### src/rtl/excst_pkg.sv
package excst_pkg;

  typedef enum logic [1:0] {
    FLT_NONE = 2'd0,
    FLT_MISS = 2'd1,
    FLT_PERM = 2'd2,
    FLT_BAD  = 2'd3
  } fault_e;

  typedef enum logic [1:0] {
    SEL_STATUS = 2'd0,
    SEL_SAVED  = 2'd1,
    SEL_FAULT  = 2'd2,
    SEL_NONE   = 2'd3
  } regsel_e;

  localparam int FLT_W = 3;

  // Bits of the status word that exist for a given feature set.
  function automatic logic [63:0] feat_mask(int ilw, int rsw, bit mmu, bit eic, bit sh);
    logic [63:0] m;
    m = 64'h3;
    if (mmu) m[2] = 1'b1;
    if (eic) begin
      m[3] = 1'b1;
      for (int i = 0; i < ilw; i++) m[4+i] = 1'b1;
    end
    if (sh) begin
      for (int i = 0; i < rsw; i++) m[4+ilw+i] = 1'b1;
    end
    return m;
  endfunction

  // Fault-detail bits for a taken exception: {bad, perm, double}.
  function automatic logic [FLT_W-1:0] fault_code(fault_e f, logic ext, logic active_before);
    logic [FLT_W-1:0] r;
    r = '0;
    if (!ext) begin
      r[0] = (f == FLT_MISS) && active_before;
      r[1] = (f == FLT_PERM);
      r[2] = (f == FLT_BAD);
    end
    return r;
  endfunction

endpackage

### src/rtl/excst_entry.sv
module excst_entry
  import excst_pkg::*;
#(
  parameter int ILW        = 6,
  parameter int RSW        = 4,
  parameter bit HAS_MMU    = 1'b1,
  parameter bit HAS_SHADOW = 1'b1,
  parameter bit HAS_EIC    = 1'b1,
  localparam int DW        = 4 + ILW + RSW
) (
  input  logic [DW-1:0]    st_prev,
  input  logic             ext_req,
  input  fault_e           fault,
  input  logic [ILW-1:0]   lvl,
  input  logic             nmi,
  input  logic [RSW-1:0]   rset,
  output logic [DW-1:0]    st_next,
  output logic [FLT_W-1:0] flt_next,
  output logic             ext_eff,
  output logic             nested
);
  localparam int B_IEN = 0;
  localparam int B_UM  = 1;
  localparam int B_HA  = 2;
  localparam int B_NMI = 3;
  localparam int IL_LO = 4;
  localparam int RS_LO = 4 + ILW;
  localparam logic [DW-1:0] MASK = DW'(feat_mask(ILW, RSW, HAS_MMU, HAS_EIC, HAS_SHADOW));

  logic [DW-1:0] nxt;

  assign nested  = HAS_MMU && st_prev[B_HA];
  assign ext_eff = ext_req && HAS_EIC;

  always_comb begin
    nxt = st_prev;
    if (!nested) begin
      nxt[B_IEN] = 1'b0;
      nxt[B_UM]  = 1'b0;
    end
    if (HAS_MMU) nxt[B_HA] = 1'b1;
    if (ext_eff) begin
      nxt[B_NMI]          = nmi;
      nxt[IL_LO +: ILW]   = lvl;
      nxt[RS_LO +: RSW]   = rset;
    end
    st_next = nxt & MASK;
  end

  generate
    if (HAS_MMU) begin : g_flt
      assign flt_next = fault_code(fault, ext_eff, st_prev[B_HA]);
    end else begin : g_noflt
      assign flt_next = '0;
    end
  endgenerate

endmodule

### src/rtl/excst_swport.sv
module excst_swport
  import excst_pkg::*;
#(
  parameter int DW = 14
) (
  input  logic             wr_en,
  input  regsel_e          wr_sel,
  input  logic             blocked,
  input  regsel_e          rd_sel,
  input  logic [DW-1:0]    st_q,
  input  logic [DW-1:0]    sv_q,
  input  logic [FLT_W-1:0] flt_q,
  output logic             wr_st,
  output logic             wr_sv,
  output logic             wr_flt,
  output logic [DW-1:0]    rd_data
);
  assign wr_st  = wr_en && !blocked && (wr_sel == SEL_STATUS);
  assign wr_sv  = wr_en && !blocked && (wr_sel == SEL_SAVED);
  assign wr_flt = wr_en && !blocked && (wr_sel == SEL_FAULT);

  always_comb begin
    case (rd_sel)
      SEL_STATUS: rd_data = st_q;
      SEL_SAVED:  rd_data = sv_q;
      SEL_FAULT:  rd_data = DW'(flt_q);
      default:    rd_data = '0;
    endcase
  end
endmodule

### src/rtl/excst_top.sv
module excst_top
  import excst_pkg::*;
#(
  parameter int ILW        = 6,
  parameter int RSW        = 4,
  parameter bit HAS_MMU    = 1'b1,
  parameter bit HAS_SHADOW = 1'b1,
  parameter bit HAS_EIC    = 1'b1,
  localparam int DW        = 4 + ILW + RSW
) (
  input  logic             clk,
  input  logic             rst_n,
  input  logic             exc_take,
  input  logic             exc_cause,
  input  logic [1:0]       exc_fault,
  input  logic [ILW-1:0]   eic_lvl,
  input  logic             eic_nmi,
  input  logic [RSW-1:0]   eic_rset,
  input  logic             eret,
  input  logic             wr_en,
  input  logic [1:0]       wr_sel,
  input  logic [DW-1:0]    wr_data,
  input  logic [1:0]       rd_sel,
  output logic [DW-1:0]    rd_data,
  output logic [DW-1:0]    status_q,
  output logic [DW-1:0]    saved_q,
  output logic [FLT_W-1:0] fault_q
);
  localparam int B_HA = 2;
  localparam logic [DW-1:0] MASK = DW'(feat_mask(ILW, RSW, HAS_MMU, HAS_EIC, HAS_SHADOW));

  logic [DW-1:0]    st_next;
  logic [FLT_W-1:0] flt_next;
  logic             ext_eff, nested;
  logic             wr_st, wr_sv, wr_flt;
  logic             do_ret;

  excst_entry #(
    .ILW(ILW), .RSW(RSW), .HAS_MMU(HAS_MMU), .HAS_SHADOW(HAS_SHADOW), .HAS_EIC(HAS_EIC)
  ) u_entry (
    .st_prev (status_q),
    .ext_req (exc_cause),
    .fault   (fault_e'(exc_fault)),
    .lvl     (eic_lvl),
    .nmi     (eic_nmi),
    .rset    (eic_rset),
    .st_next (st_next),
    .flt_next(flt_next),
    .ext_eff (ext_eff),
    .nested  (nested)
  );

  assign do_ret = eret && !exc_take;

  excst_swport #(.DW(DW)) u_sw (
    .wr_en  (wr_en),
    .wr_sel (regsel_e'(wr_sel)),
    .blocked(exc_take || eret),
    .rd_sel (regsel_e'(rd_sel)),
    .st_q   (status_q),
    .sv_q   (saved_q),
    .flt_q  (fault_q),
    .wr_st  (wr_st),
    .wr_sv  (wr_sv),
    .wr_flt (wr_flt),
    .rd_data(rd_data)
  );

  always_ff @(posedge clk) begin
    if (!rst_n) begin
      status_q <= '0;
      saved_q  <= '0;
    end else if (exc_take) begin
      status_q <= st_next;
      saved_q  <= status_q;
    end else if (do_ret) begin
      status_q <= saved_q;
    end else begin
      if (wr_st) status_q <= wr_data & MASK;
      if (wr_sv) saved_q  <= wr_data & MASK;
    end
  end

  generate
    if (HAS_MMU) begin : g_fltreg
      always_ff @(posedge clk) begin
        if (!rst_n)        fault_q <= '0;
        else if (exc_take) fault_q <= flt_next;
        else if (wr_flt)   fault_q <= wr_data[FLT_W-1:0];
      end
    end else begin : g_fltzero
      assign fault_q = '0;
    end
  endgenerate

  AST_ENTRY_CLEARS: assert property (@(posedge clk) disable iff (!rst_n)
    exc_take && !status_q[B_HA] |=> status_q[1:0] == 2'b00);
  AST_SAVE_PRIOR: assert property (@(posedge clk) disable iff (!rst_n)
    exc_take |=> saved_q == $past(status_q));
  AST_HANDLER_MARK: assert property (@(posedge clk) disable iff (!rst_n)
    exc_take && HAS_MMU |=> status_q[B_HA]);
  AST_NESTED_KEEP: assert property (@(posedge clk) disable iff (!rst_n)
    exc_take && nested |=> status_q[1:0] == $past(status_q[1:0]));
  AST_NO_DOUBLE_FIRST: assert property (@(posedge clk) disable iff (!rst_n)
    exc_take && !nested |=> !fault_q[0]);
  AST_EXT_CLEARS_FAULT: assert property (@(posedge clk) disable iff (!rst_n)
    exc_take && ext_eff |=> fault_q == '0);
  AST_ABSENT_ZERO: assert property (@(posedge clk) disable iff (!rst_n)
    ((status_q | saved_q) & ~MASK) == '0);
  AST_RETURN_RESTORE: assert property (@(posedge clk) disable iff (!rst_n)
    do_ret |=> status_q == $past(saved_q));
  AST_TAKE_WINS: assert property (@(posedge clk) disable iff (!rst_n)
    exc_take && wr_en |=> fault_q == $past(flt_next) && status_q == $past(st_next));

endmodule

### config.mk
export PLATFORM = sky130hd
export DESIGN_NAME = excst_top
export DESIGN_NICKNAME = d
export VERILOG_FILES = /design/src/rtl/excst_pkg.sv /design/src/rtl/excst_entry.sv /design/src/rtl/excst_swport.sv /design/src/rtl/excst_top.sv
export SDC_FILE = /design/constraint.sdc
export NUM_CORES = 1
export LEC_CHECK = 0
export ABC_AREA = 0
export CAP_MARGIN = 20
export CORE_MARGIN = 1.5
export CORE_UTILIZATION = 39
export CTS_BUF_LIST = sky130_fd_sc_hd__clkbuf_2 sky130_fd_sc_hd__clkbuf_4 sky130_fd_sc_hd__clkbuf_8
export DETAILED_ROUTE_END_ITERATION = 8
export PLACE_DENSITY = 0.79
export SKIP_CTS_REPAIR_TIMING = 1
export SLEW_MARGIN = 20
export SYNTH_ARGS = -nofsm -noshare
export SYNTH_HDL_FRONTEND = slang
export SYNTH_SLANG_ARGS = --single-unit
### constraint.sdc
create_clock -name clk -period 1.15 [get_ports clk]
set_input_delay 0.1725 -clock clk [delete_from_list [all_inputs] [get_ports clk]]
set_output_delay 0.1725 -clock clk [all_outputs]
set_load 0.01 [all_outputs]
==> results of run 1 <==
==> final timing paths <==
check / startpoint / endpoint / slack (ps) / cells after the start
worst min-delay path: exc_cause / fault_q[2] / 400 / 4
worst max-delay path: status_q[11] / rd_data[11] / -90 / 3
worst max register to register: status_q[2] / status_q[2] / -60 / 3
worst min register to register: status_q[6] / status_q[6] / 600 / 3
==> flip-flops by register name, indices dropped and copies added, names as in the netlist <==
name,flops
fault_q,3
status_q,14
saved_q,14
==> metrics by stage <==
| step | cells | cell area [sq um] | hold slack, ps | setup slack (ps) |
|---|---|---|---|---|
| finish | 385 | 3354 | 400.9 | -92.12 |
| global route | 385 | 3354 | 440.9 | -121.2 |
| CTS | 379 | 3168 | 537.3 | -753.0 |
| detailed placement | 371 | 3064 | 586.2 | -732.0 |
| global placement | 371 | 3064 | 580.8 | -677.0 |
| floorplan | 200 | 1824 | 331.3 | 75.65 |
==> cell usage in the layout, fill, tap and decap left out, types with 12 or more instances in the layout <==
master,n
a21oi_1,14
nor2_1,12
dfxtp_2,19
nand2_1,18
dlymetal6s2s_1,38
mux2_2,12
clkdlybuf4s50_1,28
mux2i_1,40
dfxtp_1,12
buf_4,51
o21ai_0,14
==> power breakdown <==
part	switching, mW	internal, mW	leakage (nW)
sequential	0.0458	1.16	0.262
clock	0.428	0.570	0.0549
combinational	0.445	0.591	1.62
total	0.918	2.32	1.94
==> cell families (layout without fill, tap and decap cells) <==
| family | after synthesis | after routing |
|---|---|---|
| multiplexers | 53 | 53 |
| AND/OR/NAND/NOR | 42 | 42 |
| buffers and inverters | 20 | 153 |
| flip-flops | 31 | 31 |
| AO/OA/AOI/OAI | 54 | 54 |
==> critical path: cells and delay by family (launching register included) <==
kind | cells | cell delay [ps]
buf+inv | 1 | 150
simple gates | 1 | 100
flops | 1 | 330
mux | 1 | 200
==> layout make-up <==
type                       count  area, sq um
clock buffer                   8        103.9
fill                         303         1060
inverter                       1        3.754
multi-input combinational    149         1135
sequential                    31        644.4
tap                           52        65.06
timing repair buffer         144         1403
==> routing by layer <==
| layer | track usage | vias up |
|---|---|---|
| met5 | 0 | - |
| met4 | 0.07338 | 0 |
| met1 | 0.2947 | 1035 |
| li1 | - | 998 |
| met2 | 0.4012 | 90 |
| met3 | 0.06188 | 19 |
==> impl_metrics.toml, run 1 <==
[global_routing]
grt_pass1_vias = 2030
antenna_found_initial = 0
grt_pass1_wl_microns = 9542
grt.total_usage = 0.2368
grt_max_degree = 28
gr-total-overflow = 0

[status]
violations = "setup timing"
outcome = "finished, violations left"

[logic_synthesis]
synth-simple-area-share = 0.1166
synth_top_family_by_area = "multiplexers"
syn_nets = 237
synth_cells = 200
synth.largest_area_cell = "dfxtp_1"
synth_most_common_cell = "mux2i_1"
synth.area.mux_share = 0.2990
syn-cell-area_sq_um = 1824
async_flop_share = 0
ys_ff_latch = 31
synthTopCellsByCount = "mux2i_1, dfxtp_1, nand2_1"
synthDistinctLibCells = 26
synth.top_cells.by_area = "dfxtp_1, mux2i_1, mux2_2, o21ai_0, a21oi_1"
yosys.area_share.xor_xnor = 0
synth_edf_count = 0
synth-compound-area-share = 0.1824
synth_fa_ha_area_frac = 0
yosysWarnings = 0
synth.avg_cell_area_sq_um = 9.121
synth_top_cell_area_share = 0.3402
synth_flop_cell = "dfxtp_1"
yosysSeqAreaShare = 0.3402

[worst_setup_path]
cp_slowest_stage_delay_ps = 330
worstPathRequired_ps = 980
start_kind = "register"
critPathSlowestCell = "dfxtp_2"
crit_chain = "mux2i_1 > nor2_1 > buf_2"
endpoint_kind = "output port"
cp.arrival_ps = 1070
critPathMaxFanout = 2
worstSetupPathType = "reg -> out"

[die]
start_util = 0.4133
coreArea_sq_um = 4414
floorplan.rows = 24
die_w_microns = 71.39
io_pins = 82
dieHeight_microns = 71.39
die-area_sq_um = 5097

[final_layout]
fin_util = 0.7599
nNetsFinal = 369
n_antenna_cell = 0
areaGrowthSynthToFinish_pct = 83.88
drive_above_1_share = 0.3724

[detailed_routing]
ant_nets = 0
wl_met3_microns = 494
wl_per_cell_microns = 17.83
highest_layer = "met4"
drtIter0Drc = 154
dr_total_vias = 2142
routed_wl_microns = 6864
wl_met1_microns = 2902
drc = 0
vias_per_cell = 5.564
wl_met2_microns = 3313
drt-pass1-iter-count = 5

[sta]
period_needed_ps = 1242
fin_crit_sh = 1.080
drv_slew = 0
fin_ws_ps = -92.12
worstMarginPinSlew_ps = 487.0
max_slew_margin = 0.6739
rsz0062_at_grt = "true"
final-hold-violation-count = 0
fmax_mhz = 805.1
skew_ps = 2.825
setup_viol = 6
tns_ps = -257.2

[clocking]
insertion_delay_ps = 290
clk_pin_slew_worst_paths_ps = 70
cts_root_buf = "clkbuf_8"
clockBufferDepth = 2
numCtsBuffers = 5
clock-sinks = 31
cts_tree = "built"
htree_levels = 2

[placement]
dp.final_hpwl_microns = 4306
globalplace.congestion = 0.7981
io_buffer_count = 81

[min_path]
min-delay-path-class = "in -> reg"

[pwr]
vdd_drop_max_uv = 647.6
p_leak_nw = 1.938
power_density_nw_per_um2 = 965.7
fin_total_pwr_mw = 3.240

[run]
maxCapViolations = 0
Note: power is estimated with default switching activity, not from simulation.
==> inputs of run 2 (changes only) <==
--- a/config.mk
+++ b/config.mk
@@ -7,13 +7,14 @@
 export LEC_CHECK = 0
 export ABC_AREA = 0
 export CAP_MARGIN = 20
+export CELL_PAD_IN_SITES_DETAIL_PLACEMENT = 1
+export CELL_PAD_IN_SITES_GLOBAL_PLACEMENT = 2
 export CORE_MARGIN = 1.5
-export CORE_UTILIZATION = 39
+export CORE_UTILIZATION = 22
 export CTS_BUF_LIST = sky130_fd_sc_hd__clkbuf_2 sky130_fd_sc_hd__clkbuf_4 sky130_fd_sc_hd__clkbuf_8
 export DETAILED_ROUTE_END_ITERATION = 8
-export PLACE_DENSITY = 0.79
+export PLACE_DENSITY_LB_ADDON = 0.1
 export SKIP_CTS_REPAIR_TIMING = 1
-export SLEW_MARGIN = 20
 export SYNTH_ARGS = -nofsm -noshare
 export SYNTH_HDL_FRONTEND = slang
 export SYNTH_SLANG_ARGS = --single-unit
==> impl_metrics.toml, run 2 (synthesized netlist as in run 1, its figures left out) <==
[die]
die_w_microns = 94.06
die-area_sq_um = 8847
start_util = 0.2243
floorplan.rows = 33
io_pins = 82
coreArea_sq_um = 8134
dieHeight_microns = 94.06

[final_layout]
final_common_cell = "buf_4"
fin_cells = 439
stdcell_area_sq_um = 3421
reg_top3 = "saved_q x14, status_q x14, fault_q x3"
layout_common_cells = "buf_4, mux2i_1, dlymetal6s2s_1"
areaGrowthSynthToFinish_pct = 87.52
drive_above_1_share = 0.3713
nNetsFinal = 370
n_antenna_cell = 0

[detailed_routing]
drc = 0
wl_per_cell_microns = 15.86
vias_per_cell = 4.661
ant_nets = 0
routed_wl_microns = 6963
dr_total_vias = 2046
drtIter0Drc = 36
drt-pass1-iter-count = 6

[clocking]
clock-sinks = 31
insertion_delay_ps = 280
numCtsBuffers = 5
cts_tree = "built"
htree_levels = 2
clk_pin_slew_worst_paths_ps = 70
cts_root_buf = "clkbuf_8"
clockBufferDepth = 2

[placement]
globalplace.congestion = 0.7194
pre_cts_ws_ps = -857.1
dpl.cell_count = 429
dp.final_hpwl_microns = 5112
placement.cell_area_sq_um = 3181
io_buffer_count = 81

[sta]
final-hold-violation-count = 0
tns_ps = 0
drv_slew = 0
fin_crit_sh = 0.9896
fin_ws_ps = 11.93
worstMarginPinSlew_ps = 312.8
fmax_mhz = 878.7
hold-worst-slack_ps = 395.8
period_needed_ps = 1138
setup_viol = 0
max_slew_margin = 0.7912
skew_ps = 4.948
rsz0062_at_grt = "true"

[worst_setup_path]
crit_family = "flip-flops"
critPathBufInv = 1
worstSetupPathType = "reg -> out"
crit_path_start = "saved_q[5]"
start_kind = "register"
crit_chain = "mux2i_1 > nor2_1 > buf_2"
reg2reg_from = "saved_q[5]"
critPathMaxFanout = 2
critPathSlowestCell = "dfxtp_2"
cp_slowest_stage_delay_ps = 320
worstPathRequired_ps = 980
cp.arrival_ps = 970
endpoint_kind = "output port"

[pwr]
vdd_drop_max_uv = 359.4
p_leak_nw = 1.940
power_density_nw_per_um2 = 932.9

[min_path]
min-delay-start = "exc_cause"
min-delay-path-class = "in -> reg"

[global_routing]
grt.total_usage = 0.1575
grt_pass1_vias = 2072
gr-total-overflow = 0
grt_max_degree = 18
antenna_found_initial = 0
grt_pass1_wl_microns = 10630

[status]
outcome = "complete, no violations"

[run]
maxCapViolations = 0
-- run 2: changes by cell type in the layout (fill, tap and decap cells not counted), sizes merged --
cell,change
dlymetal6s2s,-1
buf,+1
clkinvlp,+1
-- run 2: area by class of cell --
cell class / count / area (sq um)
Fill cell: 951 / 4713
Clock inverter: 1 / 7.507
Clock buffer: 7 / 96.34
Timing Repair Buffer: 145 / 1394
Tap cell: 105 / 131.4
Sequential cell: 31 / 640.6
Multi-Input combinational cell: 149 / 1147
Inverter: 1 / 3.754
-- run 2: power by group --
group          total (mW)  internal, mW  switching, mW
clock               0.960         0.544          0.416
sequential           1.20          1.16         0.0414
combinational        1.03         0.595          0.436
total                3.19          2.30          0.893
-- run 2: metrics by stage --
step | utilization | total power [mW]
after floorplan | - | 1.620
after global placement | 0.3910 | 2.255
after detailed placement | 0.3910 | 2.261
after CTS | 0.4038 | 3.238
after global routing | 0.4206 | 3.366
final | 0.4206 | 3.191
-- run 2: worst reg2reg max path, stage by stage, from the launching register on --
cell	delay, ps
dfxtp_2	320
buf_4	130
mux2_2	260
mux2i_2	180
o22ai_2	90
-- run 2: worst paths after layout --
kind,end,slack [ps],depth (start not counted)
worst min register to register,saved_q[2],570,2
worst max register to register,status_q[5],60,4
worst max-delay path,rd_data[5],10,3
worst min-delay path,fault_q[2],400,4
-- run 2: routing by layer --
layer | part of all wire | vias up | track usage
met4 | 0.0027 | 0 | 0.02612
met3 | 0.038 | 2 | 0.03883
met2 | 0.49 | 51 | 0.2760
met5 | 0 | - | 0
met1 | 0.47 | 988 | 0.1971
li1 | - | 1005 | -
